===== src/rtl/polar_fg_pkg.sv =====
package polar_fg_pkg;
  typedef struct packed {
    logic clear;
    logic load;
  } stageStrobes_t;
endpackage


===== src/rtl/polar_sm_requant.sv =====
module polar_sm_requant #(
  parameter int IN_W  = 5,
  parameter int OUT_W = 4
) (
  input  logic [IN_W-1:0]  smIn,
  output logic [OUT_W-1:0] smOut
);
  localparam int IN_MW  = IN_W - 1;
  localparam int OUT_MW = OUT_W - 1;

  logic             inSign;
  logic [IN_MW-1:0] inMag;
  logic [OUT_MW-1:0] outMag;

  assign inSign = smIn[IN_W-1];
  assign inMag  = smIn[IN_MW-1:0];

  generate
    if (OUT_W == IN_W) begin : g_pass
      assign outMag = inMag;
    end else begin : g_cut
      logic highSet;
      assign highSet = |inMag[IN_MW-1:OUT_MW];
      assign outMag  = highSet ? {OUT_MW{1'b1}} : inMag[OUT_MW-1:0];
    end
  endgenerate

  assign smOut = {inSign && (outMag != '0), outMag};
endmodule


===== src/rtl/polar_fg_lane.sv =====
module polar_fg_lane #(
  parameter int Q    = 5,
  parameter int QOUT = 4
) (
  input  logic [Q-1:0]    llrA,
  input  logic [Q-1:0]    llrB,
  input  logic            hardBit,
  output logic [QOUT-1:0] fRes,
  output logic [QOUT-1:0] gRes
);
  localparam int MW      = Q - 1;
  localparam int SAT_LIM = (1 << MW) - 1;

  logic          aSign, bSign;
  logic [MW-1:0] aMag, bMag;

  assign aSign = llrA[Q-1];
  assign bSign = llrB[Q-1];
  assign aMag  = llrA[MW-1:0];
  assign bMag  = llrB[MW-1:0];

  // F unit: compare-and-select on magnitudes, XOR on signs
  logic [MW-1:0] fMag;
  logic [Q-1:0]  fFull;
  assign fMag  = (aMag < bMag) ? aMag : bMag;
  assign fFull = {(aSign ^ bSign) && (fMag != '0), fMag};

  // G unit: both candidates precomputed, feedback bit is a late select
  logic signed [Q:0] aTwos, bTwos, sumVal, diffVal, pickVal;
  logic        [Q:0] absVal;
  logic              pickNeg;
  logic     [MW-1:0] gMag;
  logic      [Q-1:0] gFull;

  assign aTwos   = aSign ? -$signed({2'b00, aMag}) : $signed({2'b00, aMag});
  assign bTwos   = bSign ? -$signed({2'b00, bMag}) : $signed({2'b00, bMag});
  assign sumVal  = bTwos + aTwos;
  assign diffVal = bTwos - aTwos;
  assign pickVal = hardBit ? diffVal : sumVal;
  assign pickNeg = pickVal[Q];
  assign absVal  = pickNeg ? $unsigned(-pickVal) : $unsigned(pickVal);
  assign gMag    = (absVal > (Q+1)'(SAT_LIM)) ? MW'(SAT_LIM) : absVal[MW-1:0];
  assign gFull   = {pickNeg && (gMag != '0), gMag};

  polar_sm_requant #(.IN_W(Q), .OUT_W(QOUT)) i_reqF (.smIn(fFull), .smOut(fRes));
  polar_sm_requant #(.IN_W(Q), .OUT_W(QOUT)) i_reqG (.smIn(gFull), .smOut(gRes));
endmodule


===== src/rtl/polar_fg_ctrl.sv =====
module polar_fg_ctrl
  import polar_fg_pkg::*;
(
  input  logic          rst,
  output stageStrobes_t strobes
);
  always_comb begin
    strobes.clear = rst;
    strobes.load  = !rst;
  end
endmodule


===== src/rtl/polar_fg_datapath.sv =====
module polar_fg_datapath
  import polar_fg_pkg::*;
#(
  parameter int M       = 8,
  parameter int Q       = 5,
  parameter int QOUT    = 4,
  parameter bit OUT_REG = 1'b1
) (
  input  logic                   clk,
  input  stageStrobes_t          strobes,
  input  logic [M*Q-1:0]         llrIn,
  input  logic [M/2-1:0]         hardDec,
  output logic [(M/2)*QOUT-1:0]  fOut,
  output logic [(M/2)*QOUT-1:0]  gOut
);
  localparam int HALF = M / 2;
  localparam int OW   = HALF * QOUT;

  logic [OW-1:0] fNext, gNext;

  for (genvar j = 0; j < HALF; j++) begin : g_lane
    polar_fg_lane #(.Q(Q), .QOUT(QOUT)) i_lane (
      .llrA    (llrIn[(2*j)*Q +: Q]),
      .llrB    (llrIn[(2*j+1)*Q +: Q]),
      .hardBit (hardDec[j]),
      .fRes    (fNext[j*QOUT +: QOUT]),
      .gRes    (gNext[j*QOUT +: QOUT])
    );
  end

  generate
    if (OUT_REG) begin : g_reg
      always_ff @(posedge clk) begin
        if (strobes.clear) begin
          fOut <= '0;
          gOut <= '0;
        end else if (strobes.load) begin
          fOut <= fNext;
          gOut <= gNext;
        end
      end
    end else begin : g_comb
      assign fOut = fNext;
      assign gOut = gNext;
    end
  endgenerate
endmodule


===== src/rtl/polar_fg_stage.sv =====
module polar_fg_stage
  import polar_fg_pkg::*;
#(
  parameter int M       = 8,
  parameter int Q       = 5,
  parameter int QOUT    = 4,
  parameter bit OUT_REG = 1'b1
) (
  input  logic                  clk,
  input  logic                  rst,
  input  logic [M*Q-1:0]        llrIn,
  input  logic [M/2-1:0]        hardDec,
  output logic [(M/2)*QOUT-1:0] fOut,
  output logic [(M/2)*QOUT-1:0] gOut
);
  stageStrobes_t strobes;

  polar_fg_ctrl i_ctrl (.rst(rst), .strobes(strobes));

  polar_fg_datapath #(.M(M), .Q(Q), .QOUT(QOUT), .OUT_REG(OUT_REG)) i_dp (
    .clk     (clk),
    .strobes (strobes),
    .llrIn   (llrIn),
    .hardDec (hardDec),
    .fOut    (fOut),
    .gOut    (gOut)
  );
endmodule


===== config.mk =====
export PLATFORM = sky130hd
export DESIGN_NAME = polar_fg_stage
export DESIGN_NICKNAME = d
export VERILOG_FILES = /design/src/rtl/polar_fg_pkg.sv /design/src/rtl/polar_sm_requant.sv /design/src/rtl/polar_fg_lane.sv /design/src/rtl/polar_fg_ctrl.sv /design/src/rtl/polar_fg_datapath.sv /design/src/rtl/polar_fg_stage.sv
export SDC_FILE = /design/constraint.sdc
export NUM_CORES = 1
export LEC_CHECK = 0
export CAP_MARGIN = 25
export CORE_MARGIN = 4
export CORE_UTILIZATION = 35
export CTS_CLUSTER_DIAMETER = 40
export CTS_CLUSTER_SIZE = 20
export DETAILED_ROUTE_END_ITERATION = 10
export HOLD_SLACK_MARGIN = 0.05
export MAX_ROUTING_LAYER = met4
export SYNTH_ARGS = -nofsm -noshare
export SYNTH_HDL_FRONTEND = slang
export SYNTH_SLANG_ARGS = --single-unit

===== constraint.sdc =====
create_clock -name clk -period 4.4 [get_ports clk]
set_input_delay 0.88 -clock clk [delete_from_list [all_inputs] [get_ports clk]]
set_output_delay 0.88 -clock clk [all_outputs]
set_load 0.005 [all_outputs]

# == Yosys cells after proc, flatten, opt, wreduce, memory -nomap -nowiden ==
# Index checks and enable logic that the tools add are counted.
# op_classes
bitwise,4
addsub,20
n_reduce_logical,32
n_mux,32
n_lt_le_gt_ge,8
# ops
op,n
2-to-1 mux 6 bit,16
negation 4 -> 6 bit,8
2-to-1 mux 4 bit,8
nonzero test 4 bit,8
adder 6 bit,4
greater-than comparator 6 x 4 -> 1 bit (second input constant),4
2-to-1 mux 3 bit,8
negation 6 bit,4
nonzero test 3 bit,8
subtractor 6 bit,4
logical AND 1 bit,16
less-than comparator 4 bit,4
XOR 1 bit,4
# totals
ff_bits,32
output_inout_bits,32
input_bits,46
elab_cells,98

# == Depth between registers and ports, before layout ==
# Gate-level depths: netlist of run 1.
# depth
ltp_word,11
mapped_depth,13
ltp_nobuf,13

# == By module ==
# Synthesis of run 1 repeated with hierarchy kept, for this count alone.
# unflattened
cells_unflattened,629
hier_area_um2,5048.6
# by_module_without_submodules
mod,area_each_um2,seq_area_each_um2,instances,cells_each
polar_fg_lane (i_dp.g_lane[0].i_lane ...),918.4,0.0,2,127
polar_fg_lane (i_dp.g_lane[1].i_lane ...),898.4,0.0,2,119
polar_fg_datapath,1163.6,640.6,1,103
polar_sm_requant,30.0,0.0,8,4
polar_fg_ctrl,11.3,0.0,1,2

# == Least setup slack after synthesis of run 1 ==
# OpenSTA, ideal clock, no wires.
# synth_timing
path_kind,input to register
startpoint,in llrIn[30]
endpoint,reg i_dp.gOut[14]
path_buffers,0
path_slack_ns,0.987
stages,12
arrival_time_ns,3.321
setup_time_ns,0.092
cell_sequence,inv_1 > ha_1 > o41ai_1 > nor2_1 > xnor2_1 > ha_1 > o21a_1 > o31a_1 > o22ai_1 > xnor3_2 > and4b_1 > nor4_1
# synth_between
elab_chain_len,9
elab_cells_between_ends,10
cone_classes,4 x add/sub; 1 x order compare; 5 x mux
# synth_lines
element,line,text
from (decl),polar_fg_stage.sv:11,"input logic [M*Q-1:0] llrIn,"
negation 4 -> 6 bit,polar_fg_lane.sv:35,"assign aTwos = aSign ? -$signed({2'b00, aMag}) : $signed({2'b00, aMag});"
2-to-1 mux 6 bit *,polar_fg_lane.sv:35,
adder 6 bit / subtractor 6 bit (equally long branches),"polar_fg_lane.sv:37, polar_fg_lane.sv:38",
2-to-1 mux 6 bit *,polar_fg_lane.sv:39,assign pickVal = hardBit ? diffVal : sumVal;
negation 6 bit,polar_fg_lane.sv:41,assign absVal = pickNeg ? $unsigned(-pickVal) : $unsigned(pickVal);
2-to-1 mux 6 bit *,polar_fg_lane.sv:41,
greater-than comparator 6 x 4 -> 1 bit,polar_fg_lane.sv:42,assign gMag = (absVal > (Q+1)'(SAT_LIM)) ? MW'(SAT_LIM) : absVal[MW-1:0];
2-to-1 mux 4 bit *,polar_fg_lane.sv:42,
2-to-1 mux 3 bit *,polar_sm_requant.sv:24,assign outMag = highSet ? {OUT_MW{1'b1}} : inMag[OUT_MW-1:0];
to (signal assigned),polar_fg_datapath.sv:39,gOut <= gNext;
to (decl),polar_fg_datapath.sv:14,output logic [(M/2)*QOUT-1:0] gOut
# Every way passes the cells marked *; elsewhere a longest branch is shown, timed or not.
# A chain may end at the register's enable or synchronous reset.

# == Final worst setup path of run 1 ==
# Ends and elaborated chain as after synthesis.

==> metrics, run 1 <==
status=completed; sequential area share after synthesis=17.3%; GRT met3 Usage=4.15%; placed cell area=0.00467 mm^2; GR peak layer=met2; TritonRoute pass-1 iters=5; Total Wirelength=8.88 mm; first-pass GRT wire length=14.9 mm; Mapped Cells=456; vias=3464; initial drt markers=126; synth unique cells=41; Final #Nets=around 640; # port buffers=77; Critical Path RT=4.58 ns; Ys Warns=0; Routed wire per std cell=13.1 um; max incr delay on CP=0.47 ns; buffer depth of the longest clock path=2; WP data arrival=4.10 ns; routability cong.=0.809; diode count=0; Clock Sinks=32; total grt overflow=0; setup violators final=0; max cap viols=0; hold_buf cts=0; critical path's slowest cell=clkdlybuf4s50_1; clk slew on worst S/H paths=about 0.070 ns; Global Route Usage Sum=14.4%; min Tclk post-route=approximately 3.9 ns; maximum VDD drop=about 0.00017 V; fmax=255 MHz; # IOs=78; worst slew pin tran=0.500 ns; Starting Density=a little over a third; TritonCTS clock tree=yes; H-tree depth=2; Synthesized Nets=roughly 560; Post-synth top cells=inv_1, ha_1, xnor2_1, nor2_1, dfxtp_1; # DRC=0; vias per cell=5.11; TNS Setup=0 ns; fin. max-slew vios=0; Root Buffer=clkbuf_8; Die Span Y=111 um; vias in the first global route=3395; Synth Cell Area=0.00371 mm^2; Yosys top cell by area=ha_1; Core Area=0.0103 mm^2; GRT met2 Usage=24.2%; Synth Register Bits=32; largest net degree at the start of global routing=33; total CTS buffers=5; top area cells in the synthesized netlist=ha_1, dfxtp_1, xnor2_1; initial antenna violation count=0; Buf+Inv Stages, Crit Path=2; Final ANT Viol Nets=0; Syn Area/Cell=8.13 um^2; RSZ-0062 raised after global routing=false; share of layout cells above drive strength 1=~4.4%; CP max FO=5; Critical Path Sink Type=flop; Pwr Total=approximately 0.0015 W; final hold violations=0; # Post-CTS Setup Buffers=0; relative slew slack=roughly two thirds; WS Path Type=input port to flop; critical path cell sequence=clkdlybuf4s50_1 -> inv_1 -> ha_1 -> o41ai_1 -> nor2_1 -> xnor2_1 -> ha_1 -> o21a_1 -> o31a_1 -> a21oi_1 -> mux2i_1 -> and4b_1 -> nor4_1; most common cell in the synthesized netlist=inv_1; total die area=0.0123 mm^2; type of the most critical hold path=input port to flop; Fillers=1045; most used cell, CP=ha_1; Yosys top cell area share=17.5%; P per Cell Area=308 mW/mm^2; post_cts resized=0; crit share post-route=89.1%; startpoint types=input port; number of flops mapped to enable cells by yosys=0; met1 layer usage reported by global route=17.8%; Top delay family on crit path=compound AO/OA/AOI/OAI gates; hpwl dp=7.51 mm; Die X=111 um; cell area after layout=0.00478 mm^2; LEAKAGE=2.15 nW; area grow syn2layout=28.9%; Most used DFF post-synth=dfxtp_1; # rows=37; async set or reset register ratio after synthesis=0%
## kinds of logic (layout without fill, tap and decap cells)
| family | after synthesis | count (layout) | share of synthesized area [%] |
|---|---|---|---|
| and+or+nand+nor | 125 | 125 | 17.9 |
| DFF | 32 | 32 | 17.3 |
| AOI/OAI and AO/OA | 103 | 103 | 17.8 |
| muxes | 24 | 24 | 6.48 |
| buffers and inverters | 65 | 151 | 7.15 |
| xor gates and xnor gates | 51 | 51 | 13.7 |
| adders and majority gates | 56 | 56 | 19.7 |
## power breakdown
part           leakage, nW  internal, W  switching, W
Sequential           0.268     0.000341     0.0000146
Clock               0.0552     0.000168      0.000106
Combinational         1.83     0.000423      0.000420
Total                 2.15     0.000932      0.000540
## state kept, by name (all words and copies together) (netlist names)
signal,cells
i_dp.fOut,16
i_dp.gOut,16
## tightest hold or removal path, stage by stage
cell             delay [ns]
clkdlybuf4s50_1        0.44
mux2i_1                0.14
a21oi_1                0.07
## per-stage QoR
stage | util (%) | hold slack, ns | setup slack, ns | std cells
CTS | 46.3 | 1.29 | 0.465 | 678
global route | 46.3 | 1.32 | 0.235 | 678
detailed placement | 45.3 | 1.58 | 0.178 | 670
floorplan | - | 0.958 | 0.987 | 456
finish | 46.3 | 1.30 | 0.481 | 678
global placement | 45.3 | 1.59 | 0.293 | 670
## worst paths after layout
check	start	to	slack, ns	cells past startpoint
hold / removal	llrIn[37]	i_dp.fOut[14]$_SDFF_PP0_	1.30	3
setup / recovery	llrIn[30]	i_dp.gOut[14]$_SDFF_PP0_	0.48	13
## final cells by class
type	count	area, um^2	area share (%)
clock buffers	6	72.6	1.52
inverters	55	206	4.32
flip-flops and latches	32	641	13.4
well taps	136	170	3.56
multi-input cells	359	2800	58.6
repair buffers	88	853	17.9
clock inverters	2	35.0	0.733
## cell usage in the layout, fill, tap and decap left out, types with 2 or more instances in the layout
| cell | instances |
|---|---|
| or2_2 | 2 |
| nor2_1 | 33 |
| nor3b_1 | 2 |
| clkdlybuf4s50_1 | 77 |
| buf_4 | 11 |
| nand2_1 | 20 |
| xnor3_2 | 4 |
| o21a_1 | 4 |
| and4_1 | 2 |
| o22ai_1 | 2 |
| a31oi_1 | 9 |
| and3_1 | 2 |
| o311ai_0 | 4 |
| o21ai_0 | 28 |
| xnor2_1 | 41 |
| o31ai_1 | 5 |
| fa_1 | 4 |
| clkbuf_8 | 5 |
| a21boi_0 | 4 |
| ha_1 | 52 |
| nand2b_1 | 11 |
| and4b_1 | 3 |
| a21oi_1 | 22 |
| dfxtp_1 | 32 |
| mux2i_1 | 24 |
| or4_1 | 4 |
| inv_1 | 55 |
| nor3_1 | 9 |
| o31a_1 | 2 |
| nor4b_1 | 2 |
| a311oi_1 | 10 |
| nand3_1 | 5 |
| o41ai_1 | 4 |
| nor2b_1 | 13 |
| a211oi_1 | 7 |
| nor4_1 | 8 |
| a21o_1 | 2 |
| or3_1 | 8 |
| xor2_1 | 6 |
## per-layer routing
layer / routed length, um / part of all wire, %
met1: 4160 / 47
met3: 545 / 6.1
met4: 53 / 0.60
met2: 4120 / 46
met5: 0 / 0
Power figures use the tool's default switching activity.
==> inputs of run 2 (changes only) <==
ABC_CLOCK_PERIOD_IN_PS = 4400   (was default)
GPL_TIMING_DRIVEN = 0   (was default)
==> run 2 against run 1 <==
Utilization is 0.42 points lower; global-route usage is 0.54 points higher; setup slack worse by 0.23 ns; non-clock buffer count is 5 lower; routed wire length is 0.74% higher; sequential power hardly changed; clock power is 2% higher; combinational power hardly changed; hold slack worse by 0.41 ns; final area is 0.92% lower; first-iteration DRC count is 4.0% higher; critical path type unchanged; largest cell class unchanged; largest power group unchanged; highest routed layer unchanged.
==> metrics, run 2 (same netlist as run 1, synthesis figures left out) <==
Critical Path Sink Type=flop (unchanged); CP max FO=8 (was 5); total die area=0.0123 mm^2 (unchanged); routability cong.=0.844 (was 0.809); commonest non-fill, non-tap cell in the layout=clkdlybuf4s50_1 (unchanged); P per Cell Area=312 mW/mm^2 (was 308 mW/mm^2); Final #Nets=638 (was 643); type of the most critical hold path=input port to flop (unchanged); Seq pwr share=24.1% (was 24.2%); fin. max-slew vios=0 (unchanged); Core Area=0.0103 mm^2 (unchanged); worst setup margin=0.246 ns (was 0.481 ns); TritonCTS clock tree=yes (unchanged); initial drt markers=131 (was 126); Clk network pwr share=19.0% (was 18.6%); switching pwr=0.000555 W (was 0.000540 W); initial antenna violation count=0 (unchanged); Die Span Y=111 um (unchanged); # DRC=0 (unchanged); min Tclk post-route=4.15 ns (was 3.92 ns); total grt overflow=0 (unchanged); TritonRoute pass-1 iters=5 (unchanged); largest net degree at the start of global routing=12 (was 33); startpoint types=input port (unchanged); crit share post-route=94.4% (was 89.1%); Internal Power=0.000925 W (was 0.000932 W); Regs by FF count=i_dp.fOut x16, i_dp.gOut x16 (unchanged); Clock Sinks=32 (unchanged); Critical Path RT=4.54 ns (was 4.58 ns); first-pass GRT wire length=15.5 mm (was 14.9 mm); switching share of power=37.5% (was 36.7%); TNS Setup=0 ns (unchanged); Starting Density=35.9% (unchanged); vias in the first global route=3458 (was 3395); WP data arrival=4.29 ns (was 4.10 ns); RSZ-0062 raised after global routing=false (unchanged); vias per cell=5.08 (was 5.11); LEAKAGE=2.12 nW (was 2.15 nW); worst slew pin tran=0.620 ns (was 0.500 ns); status=completed (unchanged); Logic pwr share=56.9% (was 57.2%); final hold violations=0 (unchanged); # port buffers=73 (was 77); Routed wire per std cell=13.3 um (was 13.1 um); buffer depth of the longest clock path=2 (unchanged); area grow syn2layout=27.7% (was 28.9%); H-tree depth=2 (unchanged); # rows=37 (unchanged); Root Buffer=clkbuf_8 (unchanged); Total Wirelength=8.94 mm (was 8.88 mm); total CTS buffers=5 (unchanged); share of layout cells above drive strength 1=4.47% (was 4.43%); relative slew slack=58.7% (was 66.7%); hpwl dp=7.44 mm (was 7.51 mm); worst slack, placed=-0.0311 ns (was 0.178 ns); max cap viols=0 (unchanged); WS Path Type=input port to flop (unchanged); clk slew on worst S/H paths=0.07 ns (about the same); fmax=241 MHz (was 255 MHz); Fillers=1025 (was 1045); placed cell area=0.00461 mm^2 (was 0.00467 mm^2); # IOs=78 (unchanged); Die X=111 um (unchanged); setup violators final=0 (unchanged); diode count=0 (unchanged); most frequent cells in the layout=clkdlybuf4s50_1, inv_1, ha_1 (unchanged); vias=3421 (was 3464); Global Route Usage Sum=15.0% (was 14.4%); cell area after layout=0.00474 mm^2 (was 0.00478 mm^2); maximum VDD drop=0.000182 V (was 0.000168 V); Final ANT Viol Nets=0 (unchanged)
==> run 2: cell types whose count changed in the layout (fill, tap and decap cells not counted) <==
cell and delta:
clkbuf_1 +2, o41ai_2 +1, o41ai_1 -1, clkbuf_2 +2, a21oi_1 -1, a21oi_2 +1
clkinvlp_4 +1, buf_2 +3, buf_6 +2, o31ai_2 +1, buf_4 -11, clkdlybuf4s50_1 -4
o31ai_1 -1
==> run 2: worst paths after layout <==
| path | start | to | slack [ns] | cells past startpoint |
|---|---|---|---|---|
| hold / removal | llrIn[4] | i_dp.fOut[3]$_SDFF_PP0_ | 0.90 | 3 |
| setup / recovery | llrIn[30] | i_dp.gOut[13]$_SDFF_PP0_ | 0.25 | 13 |
==> run 2: final cells by class <==
class                      instances  area, um^2  share of cell area (%)
inverter                          55         206                    4.36
timing repair buffer              73         731                    15.4
sequential                        32         641                    13.5
clock buffer                       5        68.8                    1.45
tap                              136         170                    3.59
buffer                            10        58.8                    1.24
clock inverter                     3        42.5                   0.898
multi-input combinational        359        2820                    59.5
==> run 2: through the flow <==
| stage | util, % | cells | hold slack [ns] | total power [W] |
|---|---|---|---|---|
| 2_1_floorplan | - | 456 | 0.958 | 0.000918 |
| 3_3_place_gp | 44.6 | 665 | 1.20 | 0.00118 |
| 3_5_place_dp | 44.6 | 665 | 1.20 | 0.00119 |
| 4_1_cts | 45.7 | 673 | 0.886 | 0.00148 |
| 5_1_grt | 45.9 | 673 | 0.910 | 0.00161 |
| 6_report | 45.9 | 673 | 0.896 | 0.00148 |
==> run 2: metal layers <==
| layer | part of all wire, % | vias to the layer above | global-route usage, % |
|---|---|---|---|
| li1 | - | 1777 | - |
| met1 | 48 | 1550 | 19.7 |
| met2 | 45 | 88 | 23.9 |
| met3 | 6.3 | 6 | 4.48 |
| met4 | 0.39 | 0 | 1.23 |
| met5 | 0 | - | - |
==> run 2: critical path, cell delays in order <==
cell and delay [ns]:
clkdlybuf4s50_1 0.62, inv_1 0.13, ha_1 0.33, o41ai_1 0.43, nor2_1 0.10, xnor2_1 0.14
ha_1 0.31, o21a_1 0.12, o31a_1 0.12, o22ai_1 0.14, xnor3_2 0.52, nor4b_1 0.35
a211oi_1 0.10
==> run 2: power by group through the flow <==
stage          clock (W)  combinational (W)  sequential, W
4_1_cts         0.000290           0.000835       0.000358
2_1_floorplan          0           0.000550       0.000368
5_1_grt         0.000303           0.000942       0.000362
3_5_place_dp           0           0.000830       0.000364
3_3_place_gp           0           0.000813       0.000364
6_report        0.000280           0.000842       0.000357
==> run 2: repair_timing <==
item | CTS | global route
endpoints found under the setup margin | 0 | 5
buffers inserted | 0 | 0
gates resized for setup | 0 | 3
hold buffers | 0 | 0
